### config.mk
export PLATFORM = sky130hd
export DESIGN_NAME = kbd_pwr_ctl
export DESIGN_NICKNAME = d
export VERILOG_FILES = /design/src/rtl/kbd_pwr_ctl.sv
export SDC_FILE = /design/constraint.sdc
export NUM_CORES = 1
export LEC_CHECK = 0
export CORE_ASPECT_RATIO = 0.7
export CORE_MARGIN = 2
export CORE_UTILIZATION = 30
export CTS_CLUSTER_DIAMETER = 60
export DETAILED_ROUTE_END_ITERATION = 8
export PLACE_DENSITY = 0.68
export SKIP_LAST_GASP = 1
export SLEW_MARGIN = 20
export SYNTH_ARGS = -nofsm -noshare
export SYNTH_HDL_FRONTEND = slang
export SYNTH_SLANG_ARGS = --single-unit
### constraint.sdc
create_clock -name clk -period 4.5 [get_ports clk]
set_input_delay 0.675 -clock clk [delete_from_list [all_inputs] [get_ports clk]]
set_output_delay 0.675 -clock clk [all_outputs]
set_load 0.005 [all_outputs]
### src/rtl/kbd_pwr_ctl.sv
module kbd_pwr_ctl #(
  parameter int SCAN_W     = 8,
  parameter int PORT_W     = 8,
  parameter int STRONG_CYC = 2
) (
  input  logic              clk,
  input  logic              rst_n,
  input  logic              pcon_we,
  input  logic [7:0]        pcon_wdata,
  input  logic              por_pulse,
  input  logic              irq_event,
  input  logic              glb_en,
  input  logic              ext0_en,
  input  logic              ext1_en,
  input  logic              ext0_edge,
  input  logic              ext1_edge,
  input  logic [SCAN_W-1:0] ksi_n,
  input  logic              int0_pin_n,
  input  logic              int1_pin_n,
  input  logic [PORT_W-1:0] port_latch,
  input  logic [PORT_W-1:0] port_pin,
  output logic [7:0]        pcon_q,
  output logic              int0_n,
  output logic              int1_n,
  output logic              data_pu_enh,
  output logic              clk0_pu_enh,
  output logic              clk1_pu_enh,
  output logic [PORT_W-1:0] strong_pu,
  output logic [PORT_W-1:0] keeper_pu,
  output logic [PORT_W-1:0] faint_pu,
  output logic [PORT_W-1:0] pull_dn,
  output logic              osc_en,
  output logic              cpu_clk_en,
  output logic              per_clk_en
);
  localparam int CW = $clog2(STRONG_CYC + 1);

  logic       boost, route, pof, pd, idl;
  logic [1:0] gflag;
  logic       wake_lvl, sync1, sync2, waking, wake_done;
  logic       key_req;
  logic       rsvd_unused;

  assign rsvd_unused = pcon_wdata[5];

  assign key_req = ~&ksi_n;
  assign int0_n  = route ? int0_pin_n : ~key_req;
  assign int1_n  = route ? ~key_req   : int1_pin_n;

  assign data_pu_enh = boost;
  assign clk0_pu_enh = boost & route;
  assign clk1_pu_enh = boost & ~route;

  assign wake_lvl  = glb_en & ((ext0_en & ~ext0_edge & ~int0_n) |
                               (ext1_en & ~ext1_edge & ~int1_n));
  assign wake_done = waking & ~sync2;

  always_ff @(posedge clk or negedge rst_n) begin
    if (!rst_n) begin
      boost <= 1'b0; route <= 1'b0; pof <= 1'b0;
      gflag <= 2'b00; pd <= 1'b0; idl <= 1'b0;
    end else begin
      if (pcon_we) begin
        boost <= pcon_wdata[7];
        route <= pcon_wdata[6];
        pof   <= pcon_wdata[4];
        gflag <= pcon_wdata[3:2];
        pd    <= pcon_wdata[1];
        idl   <= pcon_wdata[0];
      end
      if (por_pulse) pof <= 1'b1;
      if (irq_event) begin
        pd  <= 1'b0;
        idl <= 1'b0;
      end
      if (wake_done) pd <= 1'b0;
    end
  end

  always_ff @(posedge clk or negedge rst_n) begin
    if (!rst_n) begin
      sync1  <= 1'b0;
      sync2  <= 1'b0;
      waking <= 1'b0;
    end else begin
      sync1  <= wake_lvl;
      sync2  <= sync1;
      waking <= pd & ~wake_done & (waking | sync2);
    end
  end

  assign pcon_q     = {boost, route, 1'b0, pof, gflag, pd, idl};
  assign osc_en     = ~pd | wake_lvl | sync1 | sync2 | waking;
  assign cpu_clk_en = ~pd & ~idl;
  assign per_clk_en = ~pd;

  logic [PORT_W-1:0] latch_q;

  always_ff @(posedge clk or negedge rst_n) begin
    if (!rst_n) latch_q <= '0;
    else        latch_q <= port_latch;
  end

  for (genvar i = 0; i < PORT_W; i++) begin : g_bit
    logic [CW-1:0] cnt;
    always_ff @(posedge clk or negedge rst_n) begin
      if (!rst_n)                         cnt <= '0;
      else if (port_latch[i] & ~latch_q[i]) cnt <= CW'(STRONG_CYC);
      else if (!port_latch[i])            cnt <= '0;
      else if (cnt != '0)                 cnt <= cnt - 1'b1;
    end
    assign strong_pu[i] = (cnt != '0);
    assign keeper_pu[i] = port_pin[i] | strong_pu[i];
    assign faint_pu[i]  = port_latch[i];
    assign pull_dn[i]   = ~port_latch[i];
  end


  por_sets_flag_chk: assert property (@(posedge clk) disable iff (!rst_n)
    por_pulse |=> pcon_q[4]);


  irq_clears_idle_chk: assert property (@(posedge clk) disable iff (!rst_n)
    irq_event |=> (pcon_q[1:0] == 2'b00));


  strong_after_latch_chk: assert property (@(posedge clk) disable iff (!rst_n)
    $rose(strong_pu[0]) |-> $past(port_latch[0]));


  pd_gates_clocks_chk: assert property (@(posedge clk) disable iff (!rst_n)
    pcon_q[1] |-> (!cpu_clk_en && !per_clk_en));


  pd_exit_running_chk: assert property (@(posedge clk) disable iff (!rst_n)
    ($fell(pcon_q[1]) && !$past(irq_event) && !$past(pcon_we)) |-> $past(osc_en));


  rsvd_zero_chk: assert property (@(posedge clk) disable iff (!rst_n)
    $past(pcon_we) |-> (pcon_q[5] == 1'b0));
endmodule

==> summary.md, run 1 <==
| Metric | Value |
|---|---|
| Status | complete, no violations |
| DRT antenna net count | 0 |
| Yosys warns | 0 |
| Crit path cell chain | clkdlybuf4s50_1 > and4_1 > a31o_1 > or3b_1 > o21ai_1 > clkdlybuf4s50_1 |
| CTS Hold Bufs | 0 |
| CP top delay family | buffers and inverters |
| WP data arrival | roughly 2.6 ns |
| Drt total wl | 3520 um |
| Wire per inst | 11.1 um |
| Sw Ratio | 23.1% |
| Die area | around 0.0063 mm^2 |
| Area after DPL | 0.00257 mm^2 |
| CP endpoint kind | primary output |
| R2R depth | 4 |
| Reg with most FFs | g_bit.cnt |
| Number of synthesized register bits | 34 |
| Mapped Avg Cell Area | just over 10 um^2 |
| First-pass GRT wire length | 5740 um |
| Area delta synth->final | 57.1% |
| Crit path kind | in2out |
| Async set-reset flop share out of synthesis | 100% |
| Slowest stage delay, CP | 0.52 ns |
| Max reg flops | 16 |
| Core ar. | 0.00537 mm^2 |
| Number of synthesized flops with an enable pin | 0 |
| Worst path depth | 6 |
| Die Y | 67.1 um |
| Simple-Gate Fraction of Synth Area | about 12% |
| Buf/Inv on CP | 2 |
| Cell mode on critical path | clkdlybuf4s50_1 |
| Fillers | roughly 500 |
| Hold_sp | sync1$_DFF_PN0_ |
| Layout cells sized above 1 | 7.72% |
| Clock slew at reported path FFs | 0.07 ns |
| Slew margin rel. | 49.7% |
| Fin Setup TNS | 0 ns |
| Post-DP HPWL | 2820 um |
| Clock root cell | clkbuf_8 |
| Routability cong. | 0.685 |
| Final min period | between 3 and 4 ns |
| Global router's overall resource usage | 11.7% |
| Power Density | 308 mW/mm^2 |
| Final Cycle Share | between 70% and 80% |
| Cell Rows | 22 |
| Endpoints failing setup | 0 |
| Die Width | 94.1 um |
| Ant diodes | 0 |
| Combinational Power Share | around a quarter |
| Largest family of logic cells by synthesized area | buffers and inverters |
| Setup repair after global routing missed its margin | false |
| NetSw | 190 uW |
| Vias in the first global route | roughly 1300 |
| Pins Over Slew Limit | 0 |
| Lkg Pwr | 0.00123 uW |
| Synth unique cells | 28 |
| Initial Util | 31.8% |
| Postcts setup bufs | 0 |
| Max VDD drop | 0.190 mV |
| Mapped Nets | around 220 |
| Worst-path maximum fanout | 2 |
| Worst r2r src | route$_DFFE_PN0P_ |
| Fmax | roughly 310 MHz |
| DRC | 0 |
| Critical Path Source Type | input port |
| Xor/xnor share of the synthesized area | 4.11% |
| Compound-Gate Fraction of Synth Area | 5.36% |
| Reg area | 851 um^2 |
| Commonest non-fill, non-tap cell in the layout | clkdlybuf4s50_1 |
| Flop pwr share | between 40% and 50% |
| Hold Vio Cnt, Final | 0 |
| Antenna violations before repair | 0 |
| Commonest cells after routing, fill and taps aside | clkdlybuf4s50_1 (88), inv_1 (37), dfrtp_1 (34) |
| Ports | 92 |
| Bufs on Longest Clock Path | 2 |
| Largest net degree at the start of global routing | 35 |
| Synthesized instance count | 164 |
| Worst hold slack | 0.376 ns |
| DR pass1 iterations | 3 |
| Cts bufs inserted | 5 |
| Int Power | around 630 uW |
| Max_cap viols | 0 |
| Post-route cell area | around 0.0027 mm^2 |
| # port buffers | between 80 and 90 |
| 1st-iter DRT viols | 25 |
| Clk sinks | 34 |
| Multi-input gate area | 607 um^2 |
| Final setup skew | 0.00355 ns |
| Pwr Total | 825 uW |
| Critical path's slowest cell | clkdlybuf4s50_1 |
| CTS tree | done |
| CTS H-tree depth | 2 |
| Clk_lat worst skew | 0.28 ns |
| Worst Setup SP | ksi_n[2] |
| Drt via density | 4.21 |
| Hold Crit Depth | 0 |
| Nets | 297 |
| # resized after CTS | 0 |
| Adder-cell share of the synthesized area | 5.87% |
| Leading registers by flop count | g_bit.cnt x16, latch_q x8, gflag x2 |
| Worst-Margin Slew | approximately 0.75 ns |
| Total grt overflow | 0 |
| Synth Cell Area | about 0.0017 mm^2 |
| Worst hold path type | reg2reg |
| Vias | between 1000 and 1500 |
| Mux cell area share after synthesis | roughly 8.4% |
| Ys flop type | dfrtp_1 |
| Sequential area share after synthesis | 49.9% |
| Worst Path Required | 3.83 ns |
| Clk pwr share | about 33% |
kinds of logic after synthesis:
kind of cell	after synthesis
buffers and inverters	52
DFF	34
and+or+nand+nor	32
AOI/OAI and AO/OA	16
muxes	13
adders and majority gates	8
xor gates and xnor gates	8
other	1
synth_stat cells, drive strengths merged, types with 2 or more instances:
cell / number / area share, %
and2: 3 / 1.2
ha: 8 / 5.9
a21oi: 9 / 2.6
xnor2: 8 / 4.1
mux2i: 2 / 1.2
nor2: 2 / 0.44
mux2: 11 / 7.3
nand2b: 8 / 2.9
buf: 14 / 6.2
and4: 2 / 1.0
and3: 8 / 2.9
nand2: 2 / 0.44
inv: 37 / 8.1
dfrtp: 34 / 50
nor2b: 3 / 1.1
o21ai: 3 / 0.88
power groups by stage:
stage                     clock network, uW  logic [uW]  registers [uW]
after floorplan                           0         101             344
after global placement                    0         216             346
after detailed placement                  0         219             347
after CTS                               281         220             340
after global routing                    289         239             344
final                                   269         216             340
final timing paths:
check                      slack (ns)                     endpoint
min                              0.38              sync2$_DFF_PN0_
min reg2reg                      0.38              sync2$_DFF_PN0_
max                              1.26                       osc_en
max in group asynchronous        3.55              idl$_DFFE_PN0P_
max reg2reg                      3.04              sync1$_DFF_PN0_
min in group asynchronous        0.46  g_bit[5].cnt[0]$_DFFE_PN0P_
metrics by stage:
| step | setup WS (ns) | cells | util (%) |
|---|---|---|---|
| CTS | 1.24 | 318 | 49.9 |
| global placement | 1.26 | 310 | 47.9 |
| global route | 1.18 | 318 | 49.9 |
| finish | 1.26 | 318 | 49.9 |
| detailed placement | 1.24 | 310 | 47.9 |
| floorplan | 2.20 | 164 | - |
area by class of cell:
cell class              instances  share of cell area (%)
clock buffers                   7                    2.85
inverters                      37                    5.18
clock inverters                 1                    1.12
flip-flops and latches         34                    31.8
repair buffers                 89                    33.1
multi-input cells              78                    22.7
well taps                      72                    3.36
worst register-to-register path, delay by kind of cell (launching register included):
| kind | cells | cell delay, ns |
|---|---|---|
| AO/OA/AOI/OAI | 2 | 0.35 |
| AND/OR/NAND/NOR | 2 | 0.60 |
| flip-flops | 1 | 0.45 |
metal layers:
metal  part of all wire [%]  GRT usage, %
met4                   0.74          3.80
met2                     47          19.4
met5                      0             0
met1                     45          14.5
met3                    7.2          3.96
(Power assumes the default switching activity.)
==> run 2: changes to the inputs <==
--- a/config.mk
+++ b/config.mk
@@ -10,7 +10,7 @@
 export CORE_UTILIZATION = 30
 export CTS_CLUSTER_DIAMETER = 60
 export DETAILED_ROUTE_END_ITERATION = 8
-export PLACE_DENSITY = 0.68
+export PLACE_DENSITY = 0.71
 export SKIP_LAST_GASP = 1
 export SLEW_MARGIN = 20
 export SYNTH_ARGS = -nofsm -noshare
==> constraint.sdc (replaced) <==
create_clock -name clk -period 2.76 [get_ports clk]
set_input_delay 0.414 -clock clk [delete_from_list [all_inputs] [get_ports clk]]
set_output_delay 0.414 -clock clk [all_outputs]
set_load 0.005 [all_outputs]
==> summary.md, run 2 (synthesis results as in run 1) <==
| Metric | Value |
|---|---|
| Lkg Pwr | 0.00123 uW (-0.24%) |
| Max_cap viols | 0 (unchanged) |
| Cts bufs inserted | 5 (unchanged) |
| Critical Path Source Type | input port |
| Total grt overflow | 0 (unchanged) |
| Max reg flops | 16 (unchanged) |
| R2r setup slk | 1.31 ns (-1.73 ns) |
| Fmax | between 400 and 500 MHz |
| Post-DP HPWL | 2800 um (-0.71%) |
| WP data arrival | 1.89 ns (-0.68 ns) |
| RR Endpoint | sync1$_DFF_PN0_ |
| Cell Rows | 22 (unchanged) |
| Max VDD drop | 0.262 mV (+38%) |
| Reg area | 851 um^2 (unchanged) |
| Fillers | 513 (+2.2%) |
| Worst Path Required | 2.35 ns (-1.48 ns) |
| CP endpoint kind | primary output |
| Slew margin rel. | 50.4% (+0.72 points) |
| Antenna violations before repair | 0 (unchanged) |
| Ports | 92 (unchanged) |
| Pwr Total | 1270 uW (+54%) |
| Worst hold slack | 0.204 ns (-0.172 ns) |
| Initial Util | 31.8% (unchanged) |
| Global router's overall resource usage | 11.5% (-0.29 points) |
| Setup repair after global routing missed its margin | false |
| Vias | 1290 (-3.6%) |
| Layout cells sized above 1 | 8.13% (+0.41 points) |
| Nets | 297 (unchanged) |
| CTS H-tree depth | 2 (unchanged) |
| Clock slew at reported path FFs | 0.06 ns (about the same) |
| Endpoints failing setup | 0 (unchanged) |
| Worst r2r src | route$_DFFE_PN0P_ |
| Bufs on Longest Clock Path | 2 (unchanged) |
| 1st-iter DRT viols | 8 (-68%) |
| Commonest non-fill, non-tap cell in the layout | clkdlybuf4s50_1 |
| Largest net degree at the start of global routing | 35 (unchanged) |
| Multi-input gate area | 607 um^2 (unchanged) |
| Drt total wl | 3420 um (-2.7%) |
| Wire per inst | 10.8 um (-2.7%) |
| Pins Over Slew Limit | 0 (unchanged) |
| Drt via density | 4.06 (-3.6%) |
| Final setup skew | 0.00216 ns (-0.00140 ns) |
| Ant diodes | 0 (unchanged) |
| Commonest cells after routing, fill and taps aside | clkdlybuf4s50_1 (87), inv_1 (37), dfrtp_1 (34) |
| Vias in the first global route | 1280 (-3.0%) |
| Worst hold path type | in2async |
| Core ar. | 0.00537 mm^2 (unchanged) |
| Area delta synth->final | 56.3% |
| Final Cycle Share | 83.6% |
| DRT antenna net count | 0 (unchanged) |
| Leading registers by flop count | g_bit.cnt x16, latch_q x8, gflag x2 |
| Die area | 0.00631 mm^2 (unchanged) |
| First-pass GRT wire length | 5620 um (-2.2%) |
| # port buffers | 89 (unchanged) |
| Die Y | 67.1 um (unchanged) |
| Clock root cell | clkbuf_8 |
| R2R depth | 4 (unchanged) |
| Crit path kind | in2out |
| Die Width | 94.1 um (unchanged) |
| CTS tree | done |
| Power Density | 476 mW/mm^2 (+55%) |
| Final min period | between 2 and 2.5 ns |
| Status | complete, no violations |
| Routability cong. | 0.658 (-3.9%) |
| Worst-path maximum fanout | 2 (unchanged) |
| DRC | 0 (unchanged) |
| Fin Setup TNS | 0 ns (unchanged) |
| Clk_lat worst skew | 0.27 ns (about the same) |
| Reg with most FFs | g_bit.cnt |
| Clk sinks | 34 (unchanged) |
| Hold Vio Cnt, Final | 0 (unchanged) |
| Worst-Margin Slew | 0.743 ns (-0.0108 ns) |
| DR pass1 iterations | 3 (unchanged) |
run 2: cell types whose count changed in the layout (fill, tap and decap cells not counted), sizes merged:
cell | previous run | this run
clkdlybuf4s50 | 88 | 87
bufinv | 1 | 0
dlymetal6s2s | 0 | 1
clkinv | 0 | 1
run 2: per-stage QoR:
stage / std cells / util (%) / instance area, um^2 / worst slack (ns)
4_1_cts: 318 / 49.6 / 2660 / 0.0463
2_1_floorplan: 164 / - / 1710 / 0.984
6_report: 318 / 49.7 / 2670 / 0.451
3_5_place_dp: 310 / 47.9 / 2570 / 0.0593
3_3_place_gp: 310 / 47.9 / 2570 / 0.0698
5_1_grt: 318 / 49.7 / 2670 / 0.388
run 2: worst max path at each step:
stage                     depth (start not counted)  slack, ns  endpoint      from
after floorplan                                   4       0.98    osc_en  ksi_n[2]
final                                             6       0.45    osc_en  ksi_n[2]
after CTS                                         6       0.05    osc_en  ksi_n[2]
after global routing                              6       0.39    osc_en  ksi_n[2]
after detailed placement                          6       0.06    osc_en  ksi_n[2]
after global placement                            6       0.07    osc_en  ksi_n[2]
run 2: layout make-up:
class / instances / area share (%)
Timing Repair Buffer: 89 / 33.3
Sequential cell: 34 / 31.9
Multi-Input combinational cell: 78 / 22.8
Inverter: 37 / 5.21
Tap cell: 72 / 3.38
Clock buffer: 7 / 3.24
Clock inverter: 1 / 0.188
run 2: critical path, stage by stage:
cell	delay, ns
clkdlybuf4s50_1	0.39
and4_1	0.21
a31o_1	0.23
or3b_1	0.39
o21ai_1	0.12
dlymetal6s2s_1	0.14
run 2: timing repair:
item                       in CTS  in global routing
setup buffers                   0                  0
gates resized for setup         0                  1
setup endpoints to repair       0                  1
hold buffers                    0                  0
run 2: power breakdown:
group	switching [uW]	internal [uW]	total [uW]
Combinational	120	228	348
Sequential	19.9	536	556
Clock	164	201	365
Total	304	965	1270
run 2: metal layers:
metal / vias to the layer above / track usage (%) / part of all wire [%]
li1: 667 / - / -
met1: 583 / 14.5 / 48
met2: 38 / 18.4 / 45
met3: 2 / 4.30 / 6.7
met4: 0 / 3.26 / 0.29
met5: - / 0 / 0
==> run 3: changes to the inputs <==
--- a/config.mk
+++ b/config.mk
@@ -10,7 +10,7 @@
 export CORE_UTILIZATION = 30
 export CTS_CLUSTER_DIAMETER = 60
 export DETAILED_ROUTE_END_ITERATION = 8
-export PLACE_DENSITY = 0.71
+export PLACE_DENSITY = 0.68
 export SKIP_LAST_GASP = 1
 export SLEW_MARGIN = 20
 export SYNTH_ARGS = -nofsm -noshare
==> constraint.sdc (replaced) <==
create_clock -name clk -period 2.4 [get_ports clk]
set_input_delay 0.36 -clock clk [delete_from_list [all_inputs] [get_ports clk]]
set_output_delay 0.36 -clock clk [all_outputs]
set_load 0.005 [all_outputs]
==> summary.md, run 3 (synthesis results as in run 1) <==
| Metric | Value |
|---|---|
| Status | complete, no violations |
| Max VDD drop | 0.306 mV (+17%) |
| Critical path's slowest cell | or3b_4 |
| Post-DP HPWL | 2860 um (+2.0%) |
| Slew margin rel. | 49.5% (-0.90 points) |
| Clk sinks | 34 (unchanged) |
| Hold Vio Cnt, Final | 0 (unchanged) |
| Power Density | 540 mW/mm^2 (+13%) |
| Worst r2r src | route$_DFFE_PN0P_ |
| Final min period | 2.34 ns |
| Nets | 297 (unchanged) |
| Largest net degree at the start of global routing | 35 (unchanged) |
| Pwr Total | 1430 uW (+13%) |
| Postcts setup bufs | 0 (unchanged) |
| Commonest non-fill, non-tap cell in the layout | clkdlybuf4s50_1 |
| CTS tree | done |
| Area delta synth->final | 55.7% |
| CTS H-tree depth | 2 (unchanged) |
| Die Width | 94.1 um (unchanged) |
| Routability cong. | 0.682 (+3.6%) |
| Ant diodes | 0 (unchanged) |
| DRT antenna net count | 0 (unchanged) |
| Layout cells sized above 1 | 8.16% (+0.033 points) |
| # port buffers | 89 (unchanged) |
| Ports | 92 (unchanged) |
| Clk_lat worst skew | 0.27 ns (about the same) |
| Fin Setup TNS | 0 ns (unchanged) |
| Vias | 1306 (+1.2%) |
| R2R depth | 4 (unchanged) |
| Die Y | 67.1 um (unchanged) |
| 1st-iter DRT viols | 39 (+31) |
| Final Cycle Share | 97.3% |
| DR pass1 iterations | 3 (unchanged) |
| Buf/Inv on CP | 2 (unchanged) |
| Bufs on Longest Clock Path | 2 (unchanged) |
| Fillers | 518 (+0.97%) |
| R2r setup slk | 0.94 ns (-0.37 ns) |
| Wire per inst | 11.5 um (+6.4%) |
| Worst-Margin Slew | 0.757 ns (+0.0136 ns) |
| CP endpoint kind | primary output |
| Fmax | 428 MHz |
| Clock slew at reported path FFs | 0.06 ns (about the same) |
| Final setup skew | 0.00324 ns (+0.00108 ns) |
| Endpoints failing setup | 0 (unchanged) |
| Max_cap viols | 0 (unchanged) |
| Setup repair after global routing missed its margin | false |
| Leading registers by flop count | g_bit.cnt x16, latch_q x8, gflag x2 |
| Cts bufs inserted | 5 (unchanged) |
| Max reg flops | 16 (unchanged) |
| Pins Over Slew Limit | 0 (unchanged) |
| Worst Path Required | 2.04 ns (-0.31 ns) |
| Worst-path maximum fanout | 2 (unchanged) |
| Antenna violations before repair | 0 (unchanged) |
| Clock root cell | clkbuf_8 |
| Slowest stage delay, CP | 0.41 ns (+0.02 ns) |
| Reg with most FFs | g_bit.cnt |
| Vias in the first global route | 1344 (+5.0%) |
| # resized after CTS | 1 (+1) |
| Critical Path Source Type | input port |
| Drt total wl | 3630 um (+6.1%) |
| Lkg Pwr | 0.00122 uW (-0.93%) |
| Fin cells | 317 (-0.31%) |
| Total grt overflow | 0 (unchanged) |
| WP data arrival | 1.98 ns (+0.09 ns) |
| Commonest cells after routing, fill and taps aside | clkdlybuf4s50_1 (87), inv_1 (37), dfrtp_1 (34) |
| Crit path kind | in2out |
| CP top delay family | simple AND/OR/NAND/NOR gates |
| Worst hold path type | in2async |
| Cell Rows | 22 (unchanged) |
| Initial Util | 31.8% (unchanged) |
| Crit path cell chain | clkdlybuf4s50_1 > and4_1 > a31o_1 > or3b_4 > o21ai_1 > clkdlybuf4s15_1 |
| Die area | 0.00631 mm^2 (unchanged) |
| CTS Hold Bufs | 0 (unchanged) |
| First-pass GRT wire length | 5890 um (+4.8%) |
| DRC | 0 (unchanged) |
| Core ar. | 0.00537 mm^2 (unchanged) |
| Drt via density | 4.12 (+1.6%) |
| Placed cell count | 310 (unchanged) |
| RR Endpoint | sync1$_DFF_PN0_ |
| Global router's overall resource usage | 12.1% (+0.65 points) |
run 3: cell types whose count changed in the layout (fill, tap and decap cells not counted):
cell,delta
clkbuf_8,-1
clkinv_2,-1
or3b_4,+1
dlymetal6s2s_1,-1
clkinvlp_4,+1
clkdlybuf4s15_1,+1
or3b_1,-1
run 3: worst max-delay path by stage:
stage | from | cells past startpoint | slack, ns | to
2_1_floorplan | ksi_n[2] | 4 | 0.73 | osc_en
3_5_place_dp | ksi_n[2] | 6 | -0.22 | osc_en
5_1_grt | ksi_n[2] | 6 | 0.003 | osc_en
6_report | ksi_n[2] | 6 | 0.06 | osc_en
3_3_place_gp | ksi_n[2] | 6 | -0.18 | osc_en
4_1_cts | ksi_n[2] | 6 | 0.04 | osc_en
run 3: worst register-to-register path: stages (launching register included):
cell and delay (ns):
dfrtp_1 0.44, and2_2 0.20, a31o_1 0.20, or3b_4 0.41, a21oi_1 0.14
run 3: layout make-up:
class	count	area (um^2)	share of cell area, %
Sequential cell	34	851	32.0
Multi-Input combinational cell	78	609	23.0
Inverter	37	139	5.23
Timing Repair Buffer	89	886	33.4
Clock inverter	1	7.51	0.283
Tap cell	72	90.1	3.39
Clock buffer	6	72.6	2.73
run 3: report_power, final:
| group | switching [uW] | total (uW) | leakage, uW | internal [uW] |
|---|---|---|---|---|
| Combinational | 142 | 405 | 0.000757 | 263 |
| Clock | 190 | 389 | 0.0000373 | 199 |
| Sequential | 22.6 | 639 | 0.000424 | 616 |
| Total | 354 | 1430 | 0.00122 | 1080 |
run 3: stage by stage:
| step | instance area (um^2) | hold slack, ns | util, % | setup WS, ns |
|---|---|---|---|---|
| after CTS | 2650 | 0.176 | 49.4 | 0.0425 |
| final | 2660 | 0.154 | 49.5 | 0.0642 |
| after floorplan | 1710 | 0.0644 | - | 0.732 |
| after detailed placement | 2570 | 0.359 | 47.9 | -0.215 |
| after global placement | 2570 | 0.353 | 47.9 | -0.177 |
| after global routing | 2660 | 0.209 | 49.5 | 0.00344 |
run 3: layer usage:
layer / global-route usage, % / share of wire [%] / vias up
li1: - / - / 666
met1: 15.2 / 46 / 593
met2: 19.8 / 46 / 42
met3: 3.96 / 6.8 / 5
met4: 3.80 / 0.58 / 0
met5: 0 / 0 / -
